<file path="src/rtl/zt_sram_pkg.sv">
package zt_sram_pkg;

  typedef enum logic {
    ORDER_IL  = 1'b0,
    ORDER_LIN = 1'b1
  } burst_order_e;

  typedef struct packed {
    logic valid;
    logic rd;
  } op_t;

  // next low address bits of a 4-word burst
  function automatic logic [1:0] step_low(logic [1:0] base, logic [1:0] step,
                                          burst_order_e ord);
    return (ord == ORDER_LIN) ? base + step : base ^ step;
  endfunction

endpackage

</file>
<file path="src/rtl/zt_burst_gen.sv">
module zt_burst_gen
  import zt_sram_pkg::*;
#(
  parameter int unsigned ADDR_W = 6,
  parameter int unsigned LANES  = 4
) (
  input  logic              clk_i,
  input  logic              rst_ni,
  input  logic              en_i,
  input  logic              load_i,
  input  logic              sel_ok_i,
  input  logic              rd_i,
  input  logic [LANES-1:0]  be_n_i,
  input  logic              lin_i,
  input  logic [ADDR_W-1:0] addr_i,
  output op_t               op_o,
  output logic [ADDR_W-1:0] addr_o,
  output logic [LANES-1:0]  be_n_o,
  output logic              act_o
);

  logic [ADDR_W-1:0] base_q;
  logic [1:0]        cnt_q, cnt_nxt;
  logic              rd_q, act_q;
  logic [LANES-1:0]  be_q;

  assign cnt_nxt = cnt_q + 2'd1;
  assign act_o   = act_q;

  always_comb begin
    if (load_i) begin
      op_o   = '{valid: sel_ok_i, rd: rd_i};
      addr_o = addr_i;
      be_n_o = be_n_i;
    end else begin
      op_o   = '{valid: act_q, rd: rd_q};
      addr_o = {base_q[ADDR_W-1:2],
                step_low(base_q[1:0], cnt_nxt, burst_order_e'(lin_i))};
      be_n_o = be_q;
    end
  end

  always_ff @(posedge clk_i or negedge rst_ni) begin
    if (!rst_ni) begin
      act_q  <= 1'b0;
      base_q <= '0;
      cnt_q  <= '0;
      rd_q   <= 1'b0;
      be_q   <= '1;
    end else if (en_i) begin
      if (load_i) begin
        act_q <= sel_ok_i;
        if (sel_ok_i) begin
          base_q <= addr_i;
          cnt_q  <= '0;
          rd_q   <= rd_i;
          be_q   <= be_n_i;
        end
      end else if (act_q) begin
        cnt_q <= cnt_nxt;
      end
    end
  end

  assert_upper_fixed_R5: assert property (@(posedge clk_i) disable iff (!rst_ni)
    (act_q && !load_i && $past(en_i && load_i && sel_ok_i))
      |-> addr_o[ADDR_W-1:2] == $past(addr_i[ADDR_W-1:2]));

endmodule

</file>
<file path="src/rtl/zt_mem_array.sv">
module zt_mem_array #(
  parameter int unsigned ADDR_W = 6,
  parameter int unsigned LANES  = 4,
  parameter int unsigned LANE_W = 9,
  localparam int unsigned DEPTH = 1 << ADDR_W,
  localparam int unsigned WORD_W = LANES * LANE_W
) (
  input  logic              clk_i,
  input  logic              wr_i,
  input  logic [ADDR_W-1:0] waddr_i,
  input  logic [WORD_W-1:0] wdata_i,
  input  logic [LANES-1:0]  wbe_n_i,
  input  logic [ADDR_W-1:0] raddr_i,
  output logic [WORD_W-1:0] rdata_o
);

  logic hit;
  assign hit = wr_i && (waddr_i == raddr_i);

  for (genvar l = 0; l < LANES; l++) begin : g_lane
    logic [LANE_W-1:0] lane_q [DEPTH];
    logic              lane_wr;

    assign lane_wr = wr_i && !wbe_n_i[l];

    always_ff @(posedge clk_i) begin
      if (lane_wr) lane_q[waddr_i] <= wdata_i[l*LANE_W +: LANE_W];
    end

    // forward a write landing on the same edge as the read
    assign rdata_o[l*LANE_W +: LANE_W] = (hit && !wbe_n_i[l])
                                         ? wdata_i[l*LANE_W +: LANE_W]
                                         : lane_q[raddr_i];
  end

endmodule

</file>
<file path="src/rtl/zt_sram.sv">
module zt_sram
  import zt_sram_pkg::*;
#(
  parameter int unsigned ADDR_W = 6,
  parameter int unsigned LANES  = 4,
  parameter int unsigned LANE_W = 9,
  localparam int unsigned WORD_W = LANES * LANE_W
) (
  input  logic              clk_i,
  input  logic              rst_ni,
  input  logic              clk_en_ni,
  input  logic              load_ni,
  input  logic              rd_wr_i,
  input  logic              sel_a_ni,
  input  logic              sel_b_i,
  input  logic              sel_c_ni,
  input  logic              burst_lin_i,
  input  logic              out_en_ni,
  input  logic [LANES-1:0]  byte_we_ni,
  input  logic [ADDR_W-1:0] addr_i,
  input  logic [WORD_W-1:0] data_i,
  output logic [WORD_W-1:0] data_o,
  output logic              data_oe_o
);

  logic              en, sel_ok, burst_act, mem_wr;
  op_t               nxt_op, s1_op, s2_op;
  logic [ADDR_W-1:0] nxt_addr, s1_addr, s2_addr;
  logic [LANES-1:0]  nxt_be_n, s1_be_n, s2_be_n;
  logic [WORD_W-1:0] rdata, dout_q;
  logic              oe_q;

  assign en     = !clk_en_ni;
  assign sel_ok = !sel_a_ni && sel_b_i && !sel_c_ni;

  zt_burst_gen #(.ADDR_W(ADDR_W), .LANES(LANES)) u_burst (
    .clk_i   (clk_i),
    .rst_ni  (rst_ni),
    .en_i    (en),
    .load_i  (!load_ni),
    .sel_ok_i(sel_ok),
    .rd_i    (rd_wr_i),
    .be_n_i  (byte_we_ni),
    .lin_i   (burst_lin_i),
    .addr_i  (addr_i),
    .op_o    (nxt_op),
    .addr_o  (nxt_addr),
    .be_n_o  (nxt_be_n),
    .act_o   (burst_act)
  );

  // two-stage command pipeline: s1 = address slot, s2 = data slot
  always_ff @(posedge clk_i or negedge rst_ni) begin
    if (!rst_ni) begin
      s1_op   <= '0;
      s2_op   <= '0;
      s1_addr <= '0;
      s2_addr <= '0;
      s1_be_n <= '1;
      s2_be_n <= '1;
    end else if (en) begin
      s1_op   <= nxt_op;
      s1_addr <= nxt_addr;
      s1_be_n <= nxt_be_n;
      s2_op   <= s1_op;
      s2_addr <= s1_addr;
      s2_be_n <= s1_be_n;
    end
  end

  assign mem_wr = en && s2_op.valid && !s2_op.rd;

  zt_mem_array #(.ADDR_W(ADDR_W), .LANES(LANES), .LANE_W(LANE_W)) u_mem (
    .clk_i  (clk_i),
    .wr_i   (mem_wr),
    .waddr_i(s2_addr),
    .wdata_i(data_i),
    .wbe_n_i(s2_be_n),
    .raddr_i(s1_addr),
    .rdata_o(rdata)
  );

  always_ff @(posedge clk_i or negedge rst_ni) begin
    if (!rst_ni) begin
      oe_q   <= 1'b0;
      dout_q <= '0;
    end else if (en) begin
      oe_q <= s1_op.valid && s1_op.rd;
      if (s1_op.valid && s1_op.rd) dout_q <= rdata;
    end
  end

  assign data_o    = dout_q;
  assign data_oe_o = oe_q && !out_en_ni;

  assert_stall_hold_R3: assert property (@(posedge clk_i) disable iff (!rst_ni)
    clk_en_ni |=> ($stable(s1_op) && $stable(s2_op) && $stable(oe_q)
                   && $stable(dout_q) && $stable(burst_act)));

  assert_deselect_R7: assert property (@(posedge clk_i) disable iff (!rst_ni)
    (en && !load_ni && !sel_ok) |=> !s1_op.valid);

  assert_adv_idle_R6: assert property (@(posedge clk_i) disable iff (!rst_ni)
    (en && load_ni && !burst_act) |=> !s1_op.valid);

  assert_write_quiet_R8: assert property (@(posedge clk_i) disable iff (!rst_ni)
    (s2_op.valid && !s2_op.rd) |-> !oe_q);

  assert_read_slot_R1: assert property (@(posedge clk_i) disable iff (!rst_ni)
    (en && s1_op.valid && s1_op.rd) |=> oe_q);

endmodule

</file>
<file path="config.mk">
export PLATFORM = sky130hd
export DESIGN_NAME = zt_sram
export DESIGN_NICKNAME = d
export VERILOG_FILES = /design/src/rtl/zt_sram_pkg.sv /design/src/rtl/zt_burst_gen.sv /design/src/rtl/zt_mem_array.sv /design/src/rtl/zt_sram.sv
export SDC_FILE = /design/constraint.sdc
export NUM_CORES = 2
export LEC_CHECK = 0
export ABC_AREA = 1
export CAP_MARGIN = 40
export CORE_ASPECT_RATIO = 1.25
export CORE_MARGIN = 2
export CORE_UTILIZATION = 39
export DETAILED_ROUTE_END_ITERATION = 8
export PLACE_DENSITY = 0.54
export SLEW_MARGIN = 20
export SYNTH_ARGS = -nofsm -noshare
export SYNTH_HDL_FRONTEND = slang
export SYNTH_HIERARCHICAL = 1
export SYNTH_SLANG_ARGS = --single-unit
</file>
<file path="constraint.sdc">
create_clock -name clk_i -period 5.8 [get_ports clk_i]
set_input_delay 0.87 -clock clk_i [delete_from_list [all_inputs] [get_ports clk_i]]
set_output_delay 0.87 -clock clk_i [all_outputs]
set_load 0.05 [all_outputs]
</file>
* Yosys cells after proc, flatten, opt, wreduce, memory -nomap -nowiden
Memory sizes are Yosys's and may differ from the RTL's. A register that Yosys moved wholly into a read port is not among the register bits. Cells that the tools add are included. W data, S select, Z words.
Cells by class: add/sub/neg operators 2, multiply operators 0, divide/modulo/power cells 0, $lt $le $gt $ge 0, equality and inequality tests 1, shift operators 0, muxes and demuxes 15, bitwise operators 3, reduce and logical (&&, ||, !) cells 28
Operators with widths (count):
- $logic_not A1 Y1 | 13
- $logic_and A1 B1 Y1 | 10
- $mux W2 | 5
- $mux W1 | 8
- $mux W6 | 1
- $reduce_and A3 Y1 | 2
- $mux W4 | 1
- $reduce_and A2 Y1 | 2
- $add A2 B1 Y2 const B | 1
- $add A2 B2 Y2 | 1
- $ne A2 B1 Y1 const B | 1
- $not A1 Y1 | 2
- $reduce_bool A2 Y1 | 1
- $xor A2 B2 Y2 | 1
Storage, ports and cells: register bits 39, latch bits 0, memory bits (writable) 2304, ROM bits 0, input bits 56, memories kept 4
Memory list:
- u_mem.g_lane[0].lane_q | depth 64, width 9, read ports 1, clocked after Yosys merged registers in 1, wr ports 1, line zt_mem_array.sv:21 | logic [LANE_W-1:0] lane_q [DEPTH];
- u_mem.g_lane[1].lane_q | depth 64, width 9, read ports 1, clocked after Yosys merged registers in 1, wr ports 1, line zt_mem_array.sv:21
- u_mem.g_lane[2].lane_q | depth 64, width 9, read ports 1, clocked after Yosys merged registers in 1, wr ports 1, line zt_mem_array.sv:21
- u_mem.g_lane[3].lane_q | depth 64, width 9, read ports 1, clocked after Yosys merged registers in 1, wr ports 1, line zt_mem_array.sv:21

* Depth between registers and ports, before layout
depth in word-level cells 6, depth in mapped cells 15, gate-level depth less buffers 13

* Cells and area by module
Netlist, hierarchy kept.
By module, submodules not included:
- zt_mem_array | instances 1, cells an instance 7893, area each 93420.8 µm², sequential area each 69186.4 µm²
- zt_sram | instances 1, cells an instance 261, area each 2496.1 µm², sequential area each 1536.5 µm²
- zt_burst_gen | instances 1, cells an instance 102, area each 795.8 µm², sequential area each 355.3 µm²

* Least setup slack after synthesis
OpenSTA, ideal clock, no wires.
path kind in2reg, start in clk_en_ni, end mem u_mem.g_lane[0].lane_q[10][0], enable pin, setup time 0.374 ns, arrival time 2.335 ns, data required time 5.426 ns, slack 3.091 ns, stages on the path 7, buffers on the path 4, cell sequence buf_6 > buf_2 > nor3_1 > clkbuf_1 > nand2_1 > clkbuf_1 > nor2_1
On the way: word-level cells in the longest chain between the ends 6
RTL lines:
- from (decl) | line zt_sram.sv:11 | input logic clk_en_ni,
- $logic_not A1 Y1 | line zt_sram.sv:33 | assign en = !clk_en_ni;
- $logic_and A1 B1 Y1 (2 in a row) | line zt_sram.sv:71 | assign mem_wr = en && s2_op.valid && !s2_op.rd;
- via mem_wr | line zt_sram.sv:26 | logic en, sel_ok, burst_act, mem_wr;
- $logic_and A1 B1 Y1 | line zt_mem_array.sv:24 | assign lane_wr = wr_i && !wbe_n_i[l];
- $mux W1 | line zt_mem_array.sv:27 | if (lane_wr) lane_q[waddr_i] <= wdata_i[l*LANE_W +: LANE_W];
- $mux W1 (not written as such) | line zt_mem_array.sv:27
- to (decl) | line zt_mem_array.sv:21
The timed path passes the listed nets, and every way through them passes these cells.

==> results.txt <==
The logs give 0.2857 mV for the worst IR drop on VDD and 4.50 ns for the arrival time reported for the critical path endpoint. The number of buffers and inverters on the critical path is 3. The die covers 252000 um2. The slew of the pin with the lowest slew margin was 1.021 ns; the post-cts resize count was 0. The average routed wire per standard cell is 25.56 um, and the total DRC errors in the routed layout is 0. Number of max-cap violations: 0. The type of element launching the critical path is a flop. The H-tree was split into 4 levels. In this run, CTS created clock tree buffers numbering 233. The power per cell area is 381.2 nW/um2, and the overall global routing resource usage is 0.2343.

The number of synthesized register bits was 2379. Yosys synthesis warning count: 6. The via count of the first global-routing pass came out at 61715.

The worst-path cell with the longest stage delay was dfrtp_4. TritonCTS built the clock tree. The initialized floorplan defines 204 standard-cell rows. The horizontal extent of the die is 449.4 um, and the area of the core region is 246800 um2.

The layout has 22535 filler cells. The total number of cells along the worst setup path is 13, and the count of final hold-check violations is 0. In this run the critical register-to-register path is captured at data_o[12]. The logs give 0.06146 ns for the worst-case clock skew and 0.3918 for the effective utilization at floorplan.

In this design, the critical path's most frequently occurring cell is nand3_1. The number of top-level pins came out at 93. The clock tree root driver cell is clkbuf_16. The worst register-to-register path begins at s1_addr[0]. When the netlist entered floorplanning its net count stood at 8313. Entering global routing, the biggest net connects 178 pins.

The flow ran to the end, and the final reports show no timing, DRC or antenna violations. The run gives 8373 as the total number of nets in the final design. After synthesis the cells add up to 96710 um2. The run gives 0 ns as the aggregate negative setup slack.

Minimum clock period: 3.676 ns. Traced cell by cell, the critical path runs through inv_8 -> buf_16 -> buf_12 -> nand2_1 -> nand3_1 -> nand3_1 -> nand3_1 -> nand3_1 -> nand3_1 -> nand3_1 -> nand2_1 -> nand4_1 -> nand2_1. Setup violations remaining at the end of the flow were counted as 0. Across all layers, the routed design uses 64651 vias. The final cycle utilization of the critical path is 0.6338, and the post-synthesis instance total is 8256.

The setup path with the least slack is of type flop to flop. The count of buffers inserted at the top-level ports is 92, and the worst-case headroom to the max-slew limit is 0.3193. The tools report the distinct cell type count of the synthesized netlist as 30. The worst setup path is captured at a flop. Once detailed placement completed, the half-perimeter wirelength came to 192.9 mm. The clock network latency to the later pin of the worst-skew pair is 0.89 ns.

Timing would allow up to 0.2720 GHz. The logs give 0.7349 for the sequential area share after synthesis and 38.53 nW for the static leakage power. The remaining antenna violation count after routing was 0. The total overflow reported by the global router was 0. The clock sink count was 2379. The setup check on the worst reg-to-reg path leaves a slack of 2.12 ns.

The number of cells on the worst reg-to-reg path is 13. The die height was 560.8 um. The critical path ends at data_o[12]. The number of antenna violations at the first check in global routing was 38; the first-pass iteration count of the detailed router was 6. In this design, the stage delay of the slowest critical-path cell is 0.75 ns.

After clock tree synthesis, the clock-pin slew on the worst setup and hold paths is 0.07 ns. The average size of a mapped cell is 11.71 um2. The data required time at the worst endpoint was 6.62 ns; the count of pins over their slew limit was 0. The design draws 0.04193 W.

The total setup buffers inserted after CTS is 0. Sequential cell area: 71100 um2. Fraction of layout cells with a size suffix above 1: 0.08420. After clock tree synthesis, the flow added hold-fix buffers numbering 0. Routability-driven placement finished with a final weighted congestion of 0.8704. Compared with the post-synthesis result, the final layout area differs by 13.75%. Setup repair after global routing left no endpoint under its margin.

The tools report the final routed wirelength across all metal layers as 302.2 mm. The critical path starts at s1_addr[0]. The class of the worst hold path was input pin to async pin. The clock passes through at most 4 buffers. On the critical path the largest part of the delay comes from simple AND/OR/NAND/NOR gates.

Maximum fanout count along the critical path: 118. The first-iteration detailed-routing DRC count is 6608. In the final layout, the multi-input gates occupy 22950 um2. The per-cell via count in the routed design was 5.468.

The first-pass GRT wire length was 435.1 mm.
==> cells by family (layout without fill, tap and decap cells) <==
group | after synthesis | in the layout | synth area share
fa+ha+maj | 1 | 1 | 0.0001294
other cells | 0 | 24 | 0
compound gates | 47 | 47 | 0.002963
simple gates | 5230 | 5230 | 0.2339
buf+inv | 598 | 846 | 0.02801
flops | 2379 | 2379 | 0.7349
xor+xnor | 1 | 1 | 0.00009058
==> worst min path at each step <==
stage / startpoint / to / depth (start not counted) / slack [ns]
after global placement: u_burst/act_o / u_burst/act_o / 2 / 0.46
after CTS: rst_ni / u_burst/cnt_q[1] / 1 / 0.02
after global routing: rst_ni / u_burst/base_q[1] / 1 / 0.06
after detailed placement: s1_be_n[0] / s2_be_n[0] / 2 / 0.46
after floorplan: u_burst/act_o / u_burst/act_o / 2 / 0.44
final: rst_ni / u_burst/base_q[1] / 1 / 0.04
==> flip-flops by register name, indices dropped and copies added (netlist names) <==
name,cells
s2_be_n,4
u_mem/g_lane.lane_q,2304
u_burst/base_q,6
u_burst/be_q,4
u_burst/cnt_q,2
u_burst/rd_q,1
data_o,36
s1_be_n,4
s1_addr,6
oe_q,1
u_burst/act_o,1
s1_op,2
s2_op,2
s2_addr,6
==> layout make-up <==
class | count | area share
Tap cell | 3296 | 0.03749
Antenna cell | 24 | 0.0005459
Clock buffer | 315 | 0.05800
Sequential cell | 2379 | 0.6463
Timing Repair Buffer | 381 | 0.03744
Clock inverter | 108 | 0.009917
Multi-Input combinational cell | 5279 | 0.2086
Inverter | 42 | 0.001717
==> placed cells by master, fill, tap and decap left out, types with 6 or more instances in the layout <==
master           synthesis  layout
inv_1                   34      34
nor3_1                  19      17
o21ai_0                 28      28
bufinv_16                0      21
dfrtp_1                 63      55
buf_8                    0      60
buf_2                  252      41
nand4_1                 37      37
edfxtp_1              2304    2304
nand2_2                  4       8
nor2_1                 259     258
inv_6                    0       6
buf_4                   23     171
clkbuf_1               193      60
diode_2                  0      24
nand3_1               2265    2265
clkbuf_8                 0      20
dfstp_2                 12      12
o21ai_2                  9       9
buf_16                   0      15
buf_12                   0      38
clkdlybuf4s50_1          0      55
nand2_1               2642    2638
clkinv_1                 0      26
clkinv_2                 0      48
clkbuf_16                0     235
==> cell usage after synthesis (all sizes together) <==
cell       n  area share
o211ai     1    0.000078
nor3      19     0.00098
edfxtp  2304        0.72
dfrtp     63       0.016
nor2     259       0.010
xor2       1    0.000091
ha         1     0.00013
and2       1    0.000065
inv       42      0.0017
nand3   2267        0.12
nor3b      1    0.000078
a21boi     1    0.000078
o22ai      4     0.00026
nand4     37      0.0024
dfstp     12      0.0033
nand2   2646        0.10
o21ai     39      0.0024
buf      363       0.019
clkbuf   193      0.0075
a21oi      2     0.00018
==> power by group <==
group,total [W],internal (W),switching (W)
clock,0.0150,0.00861,0.00640
combinational,0.00757,0.00201,0.00556
sequential,0.0193,0.0190,0.000331
total,0.0419,0.0296,0.0123
==> per-layer routing <==
metal / global-route usage / wire length, um / share of wire
met1: 0.3067 / 120500 / 0.40
met2: 0.3783 / 142700 / 0.47
met3: 0.03567 / 21680 / 0.072
met4: 0.1217 / 17140 / 0.057
met5: 0 / 110 / 0.00036
==> through the flow <==
step	instances	area, um2	worst slack, ns	hold WS, ns	utilization
after CTS	11714	109200	2.135	0.02491	0.4424
after floorplan	8256	96710	3.091	0.4419	-
after detailed placement	11291	101700	1.690	0.4613	0.4122
after global routing	11805	110000	1.929	0.05567	0.4455
after global placement	11193	100200	1.619	0.4596	0.4058
final	11824	110000	2.124	0.03811	0.4457
(Power assumes the default switching activity.)
